## config.mk

```make
export PLATFORM = sky130hd
export DESIGN_NAME = trace_line_fmt
export DESIGN_NICKNAME = d
export VERILOG_FILES = /design/src/rtl/trace_fmt_pkg.sv /design/src/rtl/trace_cycle_encode.sv /design/src/rtl/trace_rec_fifo.sv /design/src/rtl/trace_line_render.sv /design/src/rtl/trace_line_seq.sv /design/src/rtl/trace_line_fmt.sv
export SDC_FILE = /design/constraint.sdc
export NUM_CORES = 1
export LEC_CHECK = 0
export ABC_AREA = 0
export BUFFER_PORTS_ARGS = -buffer_cell sky130_fd_sc_hd__buf_4
export CAP_MARGIN = 20
export CORE_MARGIN = 2
export CORE_UTILIZATION = 51
export DETAILED_ROUTE_END_ITERATION = 7
export PLACE_DENSITY = 0.69
export SYNTH_ARGS = -nofsm -noshare
export SYNTH_HDL_FRONTEND = slang
export SYNTH_SLANG_ARGS = --single-unit
```

## constraint.sdc

```tcl
create_clock -name clk -period 32.7 [get_ports clk]
set_input_delay 3.27 -clock clk [delete_from_list [all_inputs] [get_ports clk]]
set_output_delay 3.27 -clock clk [all_outputs]
set_load 0.01 [all_outputs]
```

## src/rtl/trace_fmt_pkg.sv

```systemverilog
package trace_fmt_pkg;

    localparam int LINE_LEN = 20;
    localparam int IDX_W    = $clog2(LINE_LEN);
    localparam int SAT_MAX  = 999;

    localparam logic [7:0] CH_SP    = 8'h20;
    localparam logic [7:0] CH_COLON = 8'h3A;
    localparam logic [7:0] CH_PROMPT= 8'h3E;
    localparam logic [7:0] CH_CR    = 8'h0D;
    localparam logic [7:0] CH_LF    = 8'h0A;

    typedef struct packed {
        logic [3:0]  hund;
        logic [3:0]  tens;
        logic [3:0]  ones;
        logic [15:0] addr;
        logic        is_read;
        logic [7:0]  data;
        logic        rst_low;
        logic        nmi_low;
        logic        irq_low;
    } trace_rec_t;

    typedef enum logic [2:0] {
        FLD_COUNT,
        FLD_ADDR,
        FLD_DIR,
        FLD_DATA,
        FLD_FLAGS,
        FLD_TAIL
    } field_e;

    function automatic logic [7:0] hex_ascii(input logic [3:0] n);
        if (n < 4'd10) return 8'h30 + {4'h0, n};
        return 8'h61 + {4'h0, n} - 8'd10;
    endfunction

    function automatic logic [7:0] dec_ascii(input logic [3:0] n);
        return 8'h30 + {4'h0, n};
    endfunction

    function automatic logic [7:0] flag_ascii(input logic active, input logic [7:0] letter);
        return active ? letter : CH_SP;
    endfunction

    function automatic field_e field_of(input logic [IDX_W-1:0] idx);
        if (idx < 5'd4)  return FLD_COUNT;
        if (idx < 5'd9)  return FLD_ADDR;
        if (idx < 5'd11) return FLD_DIR;
        if (idx < 5'd14) return FLD_DATA;
        if (idx < 5'd17) return FLD_FLAGS;
        return FLD_TAIL;
    endfunction

endpackage

```

## src/rtl/trace_cycle_encode.sv

```systemverilog
module trace_cycle_encode
    import trace_fmt_pkg::*;
#(
    parameter int CNT_W = 16
) (
    input  logic [CNT_W-1:0] cyc_left,
    input  logic [15:0]      bus_addr,
    input  logic             bus_is_read,
    input  logic [7:0]       bus_data,
    input  logic             rst_line_n,
    input  logic             nmi_line_n,
    input  logic             irq_line_n,
    output trace_rec_t       rec
);
    localparam int SAT_W = 10;

    logic [SAT_W-1:0] sat;
    logic [SAT_W-1:0] rem_h;
    logic [SAT_W-1:0] q_h;
    logic [SAT_W-1:0] q_t;
    logic [SAT_W-1:0] q_o;

    generate
        if (CNT_W > SAT_W) begin : g_wide
            always_comb begin
                if (cyc_left > CNT_W'(SAT_MAX)) sat = SAT_W'(SAT_MAX);
                else                            sat = cyc_left[SAT_W-1:0];
            end
        end else begin : g_narrow
            logic [SAT_W-1:0] ext;
            assign ext = SAT_W'(cyc_left);
            always_comb begin
                if (ext > SAT_W'(SAT_MAX)) sat = SAT_W'(SAT_MAX);
                else                       sat = ext;
            end
        end
    endgenerate

    always_comb begin
        q_h   = sat / SAT_W'(100);
        rem_h = sat - q_h * SAT_W'(100);
        q_t   = rem_h / SAT_W'(10);
        q_o   = rem_h - q_t * SAT_W'(10);
    end

    always_comb begin
        rec.hund    = q_h[3:0];
        rec.tens    = q_t[3:0];
        rec.ones    = q_o[3:0];
        rec.addr    = bus_addr;
        rec.is_read = bus_is_read;
        rec.data    = bus_data;
        rec.rst_low = ~rst_line_n;
        rec.nmi_low = ~nmi_line_n;
        rec.irq_low = ~irq_line_n;
    end

endmodule

```

## src/rtl/trace_rec_fifo.sv

```systemverilog
module trace_rec_fifo
    import trace_fmt_pkg::*;
#(
    parameter int DEPTH = 4
) (
    input  logic       clk,
    input  logic       rst,
    input  logic       push,
    input  trace_rec_t push_rec,
    input  logic       pop,
    output trace_rec_t head_rec,
    output logic       full,
    output logic       empty
);
    localparam int AW = (DEPTH > 1) ? $clog2(DEPTH) : 1;
    localparam int PW = AW + 1;

    trace_rec_t    mem [DEPTH];
    logic [PW-1:0] wr_ptr;
    logic [PW-1:0] rd_ptr;

    assign empty    = (wr_ptr == rd_ptr);
    assign full     = (wr_ptr[AW-1:0] == rd_ptr[AW-1:0]) && (wr_ptr[AW] != rd_ptr[AW]);
    assign head_rec = mem[rd_ptr[AW-1:0]];

    always_ff @(posedge clk) begin
        if (rst) begin
            wr_ptr <= '0;
            rd_ptr <= '0;
        end else begin
            if (push && !full) begin
                mem[wr_ptr[AW-1:0]] <= push_rec;
                wr_ptr <= wr_ptr + PW'(1);
            end
            if (pop && !empty) begin
                rd_ptr <= rd_ptr + PW'(1);
            end
        end
    end

endmodule

```

## src/rtl/trace_line_render.sv

```systemverilog
module trace_line_render
    import trace_fmt_pkg::*;
(
    input  trace_rec_t       rec,
    input  logic [IDX_W-1:0] idx,
    output logic [7:0]       ch
);
    field_e fld;
    logic   hund_blank;
    logic   tens_blank;

    assign fld        = field_of(idx);
    assign hund_blank = (rec.hund == 4'd0);
    assign tens_blank = hund_blank && (rec.tens == 4'd0);

    always_comb begin
        ch = CH_SP;
        unique case (fld)
            FLD_COUNT: begin
                case (idx)
                    5'd0:    ch = hund_blank ? CH_SP : dec_ascii(rec.hund);
                    5'd1:    ch = tens_blank ? CH_SP : dec_ascii(rec.tens);
                    5'd2:    ch = dec_ascii(rec.ones);
                    default: ch = CH_COLON;
                endcase
            end
            FLD_ADDR: begin
                case (idx)
                    5'd4:    ch = hex_ascii(rec.addr[15:12]);
                    5'd5:    ch = hex_ascii(rec.addr[11:8]);
                    5'd6:    ch = hex_ascii(rec.addr[7:4]);
                    5'd7:    ch = hex_ascii(rec.addr[3:0]);
                    default: ch = CH_SP;
                endcase
            end
            FLD_DIR: begin
                if (idx == 5'd9) ch = rec.is_read ? 8'h72 : 8'h77;
                else             ch = CH_SP;
            end
            FLD_DATA: begin
                case (idx)
                    5'd11:   ch = hex_ascii(rec.data[7:4]);
                    5'd12:   ch = hex_ascii(rec.data[3:0]);
                    default: ch = CH_SP;
                endcase
            end
            FLD_FLAGS: begin
                case (idx)
                    5'd14:   ch = flag_ascii(rec.rst_low, 8'h52);
                    5'd15:   ch = flag_ascii(rec.nmi_low, 8'h4E);
                    default: ch = flag_ascii(rec.irq_low, 8'h49);
                endcase
            end
            FLD_TAIL: begin
                case (idx)
                    5'd17:   ch = CH_PROMPT;
                    5'd18:   ch = CH_CR;
                    default: ch = CH_LF;
                endcase
            end
            default: ch = CH_SP;
        endcase
    end

endmodule

```

## src/rtl/trace_line_seq.sv

```systemverilog
module trace_line_seq
    import trace_fmt_pkg::*;
(
    input  logic             clk,
    input  logic             rst,
    input  logic             have_rec,
    input  logic             out_ready,
    output logic             out_valid,
    output logic [IDX_W-1:0] idx,
    output logic             line_done
);
    logic last_col;

    assign out_valid = have_rec;
    assign last_col  = (idx == IDX_W'(LINE_LEN - 1));
    assign line_done = out_valid && out_ready && last_col;

    always_ff @(posedge clk) begin
        if (rst) begin
            idx <= '0;
        end else if (out_valid && out_ready) begin
            idx <= last_col ? '0 : idx + IDX_W'(1);
        end
    end

endmodule

```

## src/rtl/trace_line_fmt.sv

```systemverilog
module trace_line_fmt
    import trace_fmt_pkg::*;
#(
    parameter int CNT_W = 16,
    parameter int DEPTH = 4
) (
    input  logic             clk,
    input  logic             rst,
    input  logic             cyc_valid,
    output logic             cyc_ready,
    input  logic [CNT_W-1:0] cyc_left,
    input  logic [15:0]      bus_addr,
    input  logic             bus_is_read,
    input  logic [7:0]       bus_data,
    input  logic             rst_line_n,
    input  logic             nmi_line_n,
    input  logic             irq_line_n,
    output logic             out_valid,
    input  logic             out_ready,
    output logic [7:0]       out_byte
);
    trace_rec_t       in_rec;
    trace_rec_t       head_rec;
    logic             q_full;
    logic             q_empty;
    logic             line_done;
    logic [IDX_W-1:0] col;

    trace_cycle_encode #(.CNT_W(CNT_W)) u_encode (
        .cyc_left    (cyc_left),
        .bus_addr    (bus_addr),
        .bus_is_read (bus_is_read),
        .bus_data    (bus_data),
        .rst_line_n  (rst_line_n),
        .nmi_line_n  (nmi_line_n),
        .irq_line_n  (irq_line_n),
        .rec         (in_rec)
    );

    trace_rec_fifo #(.DEPTH(DEPTH)) u_fifo (
        .clk      (clk),
        .rst      (rst),
        .push     (cyc_valid),
        .push_rec (in_rec),
        .pop      (line_done),
        .head_rec (head_rec),
        .full     (q_full),
        .empty    (q_empty)
    );

    trace_line_seq u_seq (
        .clk       (clk),
        .rst       (rst),
        .have_rec  (!q_empty),
        .out_ready (out_ready),
        .out_valid (out_valid),
        .idx       (col),
        .line_done (line_done)
    );

    trace_line_render u_render (
        .rec (head_rec),
        .idx (col),
        .ch  (out_byte)
    );

    assign cyc_ready = !q_full;

endmodule

```

==> impl_summary.log, run 1 <==
[metrics] Slowest-stage cell, CP: sky130_fd_sc_hd__or4_1
[metrics] buffer levels on the longest clock path: 2
[metrics] Post-Syn Nets: 830
[metrics] number of warning messages in the yosys log: 0
[metrics] worst skew pair latency: 0.43 ns
[metrics] initial antenna violation count: 0
[metrics] HPWL after detailed placement: 14390 um
[metrics] kind of cell adding the most delay to the critical path: compound AO/OA/AOI/OAI gates
[metrics] biggest cell delay along the critical path: 0.60 ns
[metrics] Hold Crit Class: reg -> reg
[metrics] worst endpoint data arrival time: 13.81 ns
[metrics] Yosys reg bits: 173
[metrics] total track usage: 22.01%
[metrics] number of DRC markers after the initial detailed-route iteration: 554
[metrics] largest net degree at the start of global routing: 41
[metrics] Routed Antenna Nets: 0
[metrics] setup repair after global routing missed its margin: false
[metrics] routed via count divided by cell count: 6.086
[metrics] die area: 19550 um^2
[metrics] fraction of layout instances using a drive strength above 1: 19.16%
[metrics] routed wire length: 20650 um
[metrics] clock input transition at the sequential cells of the worst setup and hold paths: 0.06 ns
[metrics] top-area cell type share of the netlist area: 51.07%
[metrics] synthesized area: 9408 um^2
[metrics] EDFF count, synth: 160
[metrics] type of destination of the critical path: register
[metrics] Bufs and invs on worst path: 5
[metrics] number of failing hold endpoints at the final stage: 0
[metrics] ranking of synthesized cells by area: sky130_fd_sc_hd__edfxtp_1, sky130_fd_sc_hd__mux4_2, sky130_fd_sc_hd__ha_1
[metrics] post-route minimum period: 13.58 ns
[metrics] commonest cells in the synthesized netlist: sky130_fd_sc_hd__edfxtp_1, sky130_fd_sc_hd__nor2_1, sky130_fd_sc_hd__nand2_1, sky130_fd_sc_hd__inv_1, sky130_fd_sc_hd__a21oi_1
[metrics] GP Congestion: 0.8885
[metrics] Worst setup SP type: input port
[metrics] H-tree level count: 4
[metrics] clock tree from TritonCTS: built
[metrics] total chip power: 0.5914 mW
[metrics] launching point of the worst reg2reg path: u_fifo.wr_ptr[1]$_SDFFE_PP0P_
[metrics] wire length of the first global-routing pass: 33440 um
[metrics] synth-to-layout area growth: 12.54%
[metrics] Pre-antenna DRT Iters: 5
[metrics] max-capacitance violation count: 0
[metrics] Avg WL per Cell: 19.89 um
[metrics] cts-stage hold buffer count: 0
[metrics] IR Drop Worst-Case VDD: 0.00004678 V
[metrics] die extent in y: 139.8 um
[metrics] number of nets in the layout: 881
[metrics] setup skew after layout: 0.01197 ns
[metrics] Synth cell types: 84
[metrics] period utilization: 41.54%
[metrics] CP startpoint: cyc_left[15]
[metrics] number of global-route vias before repair: 6373
[metrics] root buffer selected by CTS: sky130_fd_sc_hd__clkbuf_16
[metrics] final max-slew violation count: 0
[metrics] post-cts gate resize count: 0
[metrics] core region area: 18020 um^2
[metrics] Pwr Density: 55.86 nW/um^2
[metrics] static power due to leakage: 3.763 nW
[metrics] worst endpoint required time: 32.93 ns
[metrics] die extent in x: 139.8 um
[metrics] port buffer count: 56
[metrics] row count: 49
[metrics] main flop type after synthesis: sky130_fd_sc_hd__edfxtp_1
[metrics] # clock sinks: 173
[metrics] Final Instance Area: 10590 um^2
[metrics] final-layout setup total negative slack: 0 ns
[metrics] CP dominant cell by count: sky130_fd_sc_hd__ha_1
[metrics] most frequent cell after synthesis: sky130_fd_sc_hd__edfxtp_1
[metrics] Mapped Cells: 745
[metrics] synthesized area divided by synthesized cell count: 12.63 um^2
[metrics] cell taking the most area after synthesis: sky130_fd_sc_hd__edfxtp_1
[metrics] category of the most critical setup path: in -> reg
[metrics] result of the run: complete, no violations
[metrics] top achievable clock speed: 73.63 MHz
[metrics] final setup vio count: 0
[metrics] maximum fanout encountered on the critical timing path: 7
[metrics] post-synthesis sequential area ratio: 53.84%
[metrics] initial core utilization: 52.19%
[metrics] total setup buffers inserted after CTS: 0
[metrics] Max-slew headroom: 35.04%
[metrics] Remaining DRCs: 0
[metrics] sum of overflow across all layers after global routing: 0
[metrics] total via count in the routed design: 6317
[metrics] slew at the pin closest to its max-slew limit: 0.9674 ns
[metrics] ant diodes: 0
[metrics] top-level port count: 58
[metrics] start point of the worst hold path: u_fifo.rd_ptr[1]$_SDFFE_PP0P_
[metrics] Placed Area: 10040 um^2
[metrics] async set or reset register ratio after synthesis: 0%
[metrics] number of buffers created by CTS: 17
-- power breakdown --
group | total (mW) | internal, mW | leakage (nW) | switching [mW]
clock | 0.187 | 0.105 | 0.255 | 0.0815
combinational | 0.135 | 0.0534 | 1.93 | 0.0817
sequential | 0.270 | 0.267 | 1.58 | 0.00294
-- layout make-up --
type	count	area, um^2
sequential	173	5067
clock inverter	12	112.6
tap	229	286.5
inverter	44	166.4
fill	1440	7437
clock buffer	20	436.7
multi-input combinational	497	4045
timing repair buffer	63	473.0
-- sequential cells by signal, summed over array words and instances (netlist names), named ones only --
register	cells
u_fifo.mem	160
u_fifo.rd_ptr	3
u_fifo.wr_ptr	3
u_seq.idx	5
-- through the flow --
stage | worst slack, ns | cells | util [%] | hold WS [ns]
after floorplan | 19.89 | 745 | - | 0.4785
after global placement | 19.24 | 1006 | 55.69 | 0.4883
after detailed placement | 18.74 | 1006 | 55.69 | 0.5179
after CTS | 19.14 | 1038 | 58.74 | 0.5217
after global routing | 18.29 | 1038 | 58.74 | 0.5523
final | 19.12 | 1038 | 58.74 | 0.5174
-- cells in the final DEF (no fill, tap or decap), drive strengths merged, types with 4 or more instances in the layout --
master / count
nor3: 14
mux2i: 11
a21oi: 42
o221ai: 4
o211ai: 5
clkbuf: 20
or4: 5
xor2: 16
and2: 11
nor2: 65
mux4: 39
or3: 6
and3: 10
a221oi: 4
nand2: 48
dfxtp: 13
a32oi: 4
mux2: 4
buf: 63
clkinvlp: 4
nand3: 22
a22oi: 4
nor2b: 11
nor4: 5
nand4: 5
inv: 46
xnor2: 25
nand2b: 9
o21ai: 29
edfxtp: 160
clkinv: 5
ha: 35
a31oi: 4
-- kinds of logic (layout without fill, tap and decap cells) --
family	count (synthesis)	count (layout)	share of synthesized area [%]
compound gates	140	140	10.57
xor+xnor	44	44	4.628
fa+ha+maj	37	37	5.080
buf+inv	75	139	3.218
flops	173	173	53.84
mux	54	54	11.07
other cells	1	1	0.03986
simple gates	221	221	11.56
-- path summary, 6_finish.rpt --
path / end / slack [ns] / cells past startpoint
max: u_fifo.mem[0][31]$_DFFE_PP_ / 19.12 / 42
min: register / 0.52 / 2
max reg2reg: u_fifo.mem[0][13]$_DFFE_PP_ / 30.31 / 6
min reg2reg: register / 0.52 / 2
-- per-layer routing --
metal | GRT usage, % | up-vias | wire length, um
li1 | - | 2950 | -
met1 | 26.73 | 3135 | 8383
met2 | 39.20 | 198 | 10820
met3 | 3.820 | 34 | 967
met4 | 8.474 | 0 | 477
met5 | 0 | - | 0
-- worst register-to-register path, cell delays in order (launching register included) --
cell,delay (ns)
sky130_fd_sc_hd__dfxtp_1,0.42
sky130_fd_sc_hd__xor2_1,0.19
sky130_fd_sc_hd__or3_1,0.16
sky130_fd_sc_hd__nand2_1,0.12
sky130_fd_sc_hd__nor2_1,0.21
sky130_fd_sc_hd__and2_2,0.40
sky130_fd_sc_hd__buf_4,0.49
Power figures use the tool's default switching activity.
==> run 2, diff against run 1 <==
--- a/config.mk
+++ b/config.mk
@@ -5,7 +5,7 @@
 export SDC_FILE = /design/constraint.sdc
 export NUM_CORES = 1
 export LEC_CHECK = 0
-export ABC_AREA = 0
+export ABC_AREA = 1
 export BUFFER_PORTS_ARGS = -buffer_cell sky130_fd_sc_hd__buf_4
 export CAP_MARGIN = 20
 export CORE_MARGIN = 2
==> constraint.sdc (replaced) <==
create_clock -name clk -period 14.2 [get_ports clk]
set_input_delay 1.42 -clock clk [delete_from_list [all_inputs] [get_ports clk]]
set_output_delay 1.42 -clock clk [all_outputs]
set_load 0.01 [all_outputs]
==> impl_summary.log, run 2 <==
[metrics] post-cts gate resize count: 0
[metrics] commonest non-fill, non-tap cell in the layout: sky130_fd_sc_hd__nand2_1
[metrics] top-area cell type share of the netlist area: 51.34%
[metrics] setup slack of the critical path after layout: 4.174 ns
[metrics] buffer levels on the longest clock path: 2
[metrics] Pwr Density: 160.5 nW/um^2
[metrics] synthesized area divided by synthesized cell count: 9.434 um^2
[metrics] synth-to-layout area growth: 13.64%
[metrics] main flop type after synthesis: sky130_fd_sc_hd__edfxtp_1
[metrics] number of warning messages in the yosys log: 0
[metrics] number of buffers created by CTS: 17
[metrics] placed insts: 1256
[metrics] biggest cell delay along the critical path: 0.38 ns
[metrics] cell taking the most area after synthesis: sky130_fd_sc_hd__edfxtp_1
[metrics] start point of the worst hold path: u_fifo.rd_ptr[1]$_SDFFE_PP0P_
[metrics] CP dominant cell by count: sky130_fd_sc_hd__nand2_1
[metrics] sum of overflow across all layers after global routing: 0
[metrics] Bufs and invs on worst path: 13
[metrics] IR Drop Worst-Case VDD: 0.0001057 V
[metrics] clock input transition at the sequential cells of the worst setup and hold paths: 0.07 ns
[metrics] row count: 49
[metrics] Slowest-stage cell, CP: sky130_fd_sc_hd__fa_1
[metrics] top-level port count: 58
[metrics] worst endpoint required time: 14.37 ns
[metrics] ant diodes: 0
[metrics] period utilization: 70.60%
[metrics] setup repair after global routing missed its margin: false
[metrics] initial core utilization: 52.10%
[metrics] cts-stage hold buffer count: 0
[metrics] Worst setup SP type: input port
[metrics] static power due to leakage: 4.363 nW
[metrics] result of the run: complete, no violations
[metrics] Largest register FFs: 160
[metrics] GP Congestion: 0.9336
[metrics] die extent in y: 139.5 um
[metrics] final setup vio count: 0
[metrics] clock tree from TritonCTS: built
[metrics] Final Instance Area: 10640 um^2
[metrics] root buffer selected by CTS: sky130_fd_sc_hd__clkbuf_16
[metrics] synthesized area: 9359 um^2
[metrics] max-capacitance violation count: 0
[metrics] die extent in x: 139.5 um
[metrics] ranking of synthesized cells by area: sky130_fd_sc_hd__edfxtp_1, sky130_fd_sc_hd__nand2_1, sky130_fd_sc_hd__ha_1
[metrics] Mapped Cells: 992
[metrics] routed via count divided by cell count: 5.439
[metrics] Max-slew headroom: 41.52%
[metrics] most frequent cell after synthesis: sky130_fd_sc_hd__nand2_1
[metrics] async set or reset register ratio after synthesis: 0%
[metrics] total track usage: 21.31%
[metrics] highest-count cells in the layout ignoring fill and taps: sky130_fd_sc_hd__nand2_1, sky130_fd_sc_hd__edfxtp_1, sky130_fd_sc_hd__inv_1
[metrics] CP startpoint: cyc_left[10]
[metrics] total via count in the routed design: 7005
[metrics] Yosys reg bits: 173
[metrics] final-layout setup total negative slack: 0 ns
[metrics] Layout Cells excl Fill: 1288
[metrics] kind of cell adding the most delay to the critical path: simple AND/OR/NAND/NOR gates
[metrics] port buffer count: 56
[metrics] Remaining DRCs: 0
[metrics] post-synthesis sequential area ratio: 54.12%
[metrics] Hold Crit Class: reg -> reg
[metrics] slew at the pin closest to its max-slew limit: 0.8772 ns
[metrics] Synth cell types: 59
[metrics] total setup buffers inserted after CTS: 0
[metrics] worst endpoint data arrival time: 10.20 ns
[metrics] worst reg-to-reg setup slack: 11.56 ns
[metrics] number of failing hold endpoints at the final stage: 0
[metrics] worst skew pair latency: 0.44 ns
[metrics] type of destination of the critical path: register
[metrics] setup skew after layout: 0.01246 ns
[metrics] number of DRC markers after the initial detailed-route iteration: 457
[metrics] post-route minimum period: 10.03 ns
[metrics] initial antenna violation count: 0
[metrics] number of global-route vias before repair: 6601
[metrics] hold slack: 0.5197 ns
[metrics] EDFF count, synth: 160
[metrics] Routed Antenna Nets: 0
[metrics] category of the most critical setup path: in -> reg
[metrics] total chip power: 1.707 mW
[metrics] number of nets in the layout: 1131
[metrics] # clock sinks: 173
[metrics] routed wire length: 20020 um
[metrics] Post-Syn Nets: 1077
[metrics] launching point of the worst reg2reg path: u_fifo.wr_ptr[0]$_SDFFE_PP0P_
[metrics] largest net degree at the start of global routing: 85
[metrics] HPWL after detailed placement: 13790 um
[metrics] wire length of the first global-routing pass: 32700 um
[metrics] worst slack at placement: 3.806 ns
[metrics] Pre-antenna DRT Iters: 6
[metrics] die area: 19450 um^2
[metrics] top achievable clock speed: 99.74 MHz
[metrics] core region area: 17960 um^2
[metrics] commonest cells in the synthesized netlist: sky130_fd_sc_hd__nand2_1, sky130_fd_sc_hd__edfxtp_1, sky130_fd_sc_hd__inv_1, sky130_fd_sc_hd__nor2_1
[metrics] H-tree level count: 4
[metrics] fraction of the core area covered by cells at the end of the flow: 59.20%
[metrics] Avg WL per Cell: 15.55 um
[metrics] maximum fanout encountered on the critical timing path: 12
[metrics] final max-slew violation count: 0
[metrics] fraction of layout instances using a drive strength above 1: 14.35%
[metrics] Placed Area: 10040 um^2
==> run 2: changes by cell type after synthesis, sizes merged, moves of 9 or more <==
cell    before  now
a21oi       42   63
a32o         2   26
and2        11    1
and3        10    0
inv         43  124
mux2i       11    0
mux4        39    0
nand2       48  260
nand2b       9    0
nand3       22   67
nor2        65   82
nor2b       11    0
xnor2       25    3
==> run 2: kinds of logic (layout without fill, tap and decap cells) <==
group	count (synthesis)	in the layout	synth area share (%)
compound gates	164	164	11.70
xor+xnor	14	14	1.471
fa+ha+maj	37	37	5.107
buf+inv	153	220	6.203
flops	173	173	54.12
other cells	1	1	0.04007
simple gates	450	450	21.36
==> run 2: cell type report <==
class / instances / area [um^2]
clock buffer: 17 / 425.4
clock inverter: 15 / 168.9
tap: 229 / 286.5
timing repair buffer: 63 / 473.0
sequential: 173 / 5066
fill: 1521 / 7328
inverter: 125 / 471.7
multi-input combinational: 666 / 3744
==> run 2: worst paths after layout <==
path	to	cells after the start
setup / recovery	u_fifo.mem[0][31]$_DFFE_PP_	71
setup reg to reg	u_fifo.mem[1][10]$_DFFE_PP_	8
hold reg to reg	register	2
hold / removal	register	2
==> run 2: power breakdown <==
group	internal, mW	total (mW)	switching, mW
combinational	0.176	0.545	0.370
clock	0.237	0.454	0.217
sequential	0.700	0.708	0.00791
==> run 2: per-layer routing <==
layer | vias to the layer above | track usage (%) | wire, um
met3 | 15 | 3.854 | 938
met1 | 3274 | 28.02 | 8975
met5 | - | 0 | 0
met2 | 166 | 36.58 | 9913
met4 | 0 | 5.742 | 197
li1 | 3550 | - | -
==> run 2: tightest hold or removal path, cell delays in order, from the launching register on <==
cell and delay (ns):
sky130_fd_sc_hd__dfxtp_1 0.33, sky130_fd_sc_hd__nand2_1 0.07, sky130_fd_sc_hd__a21oi_1 0.07
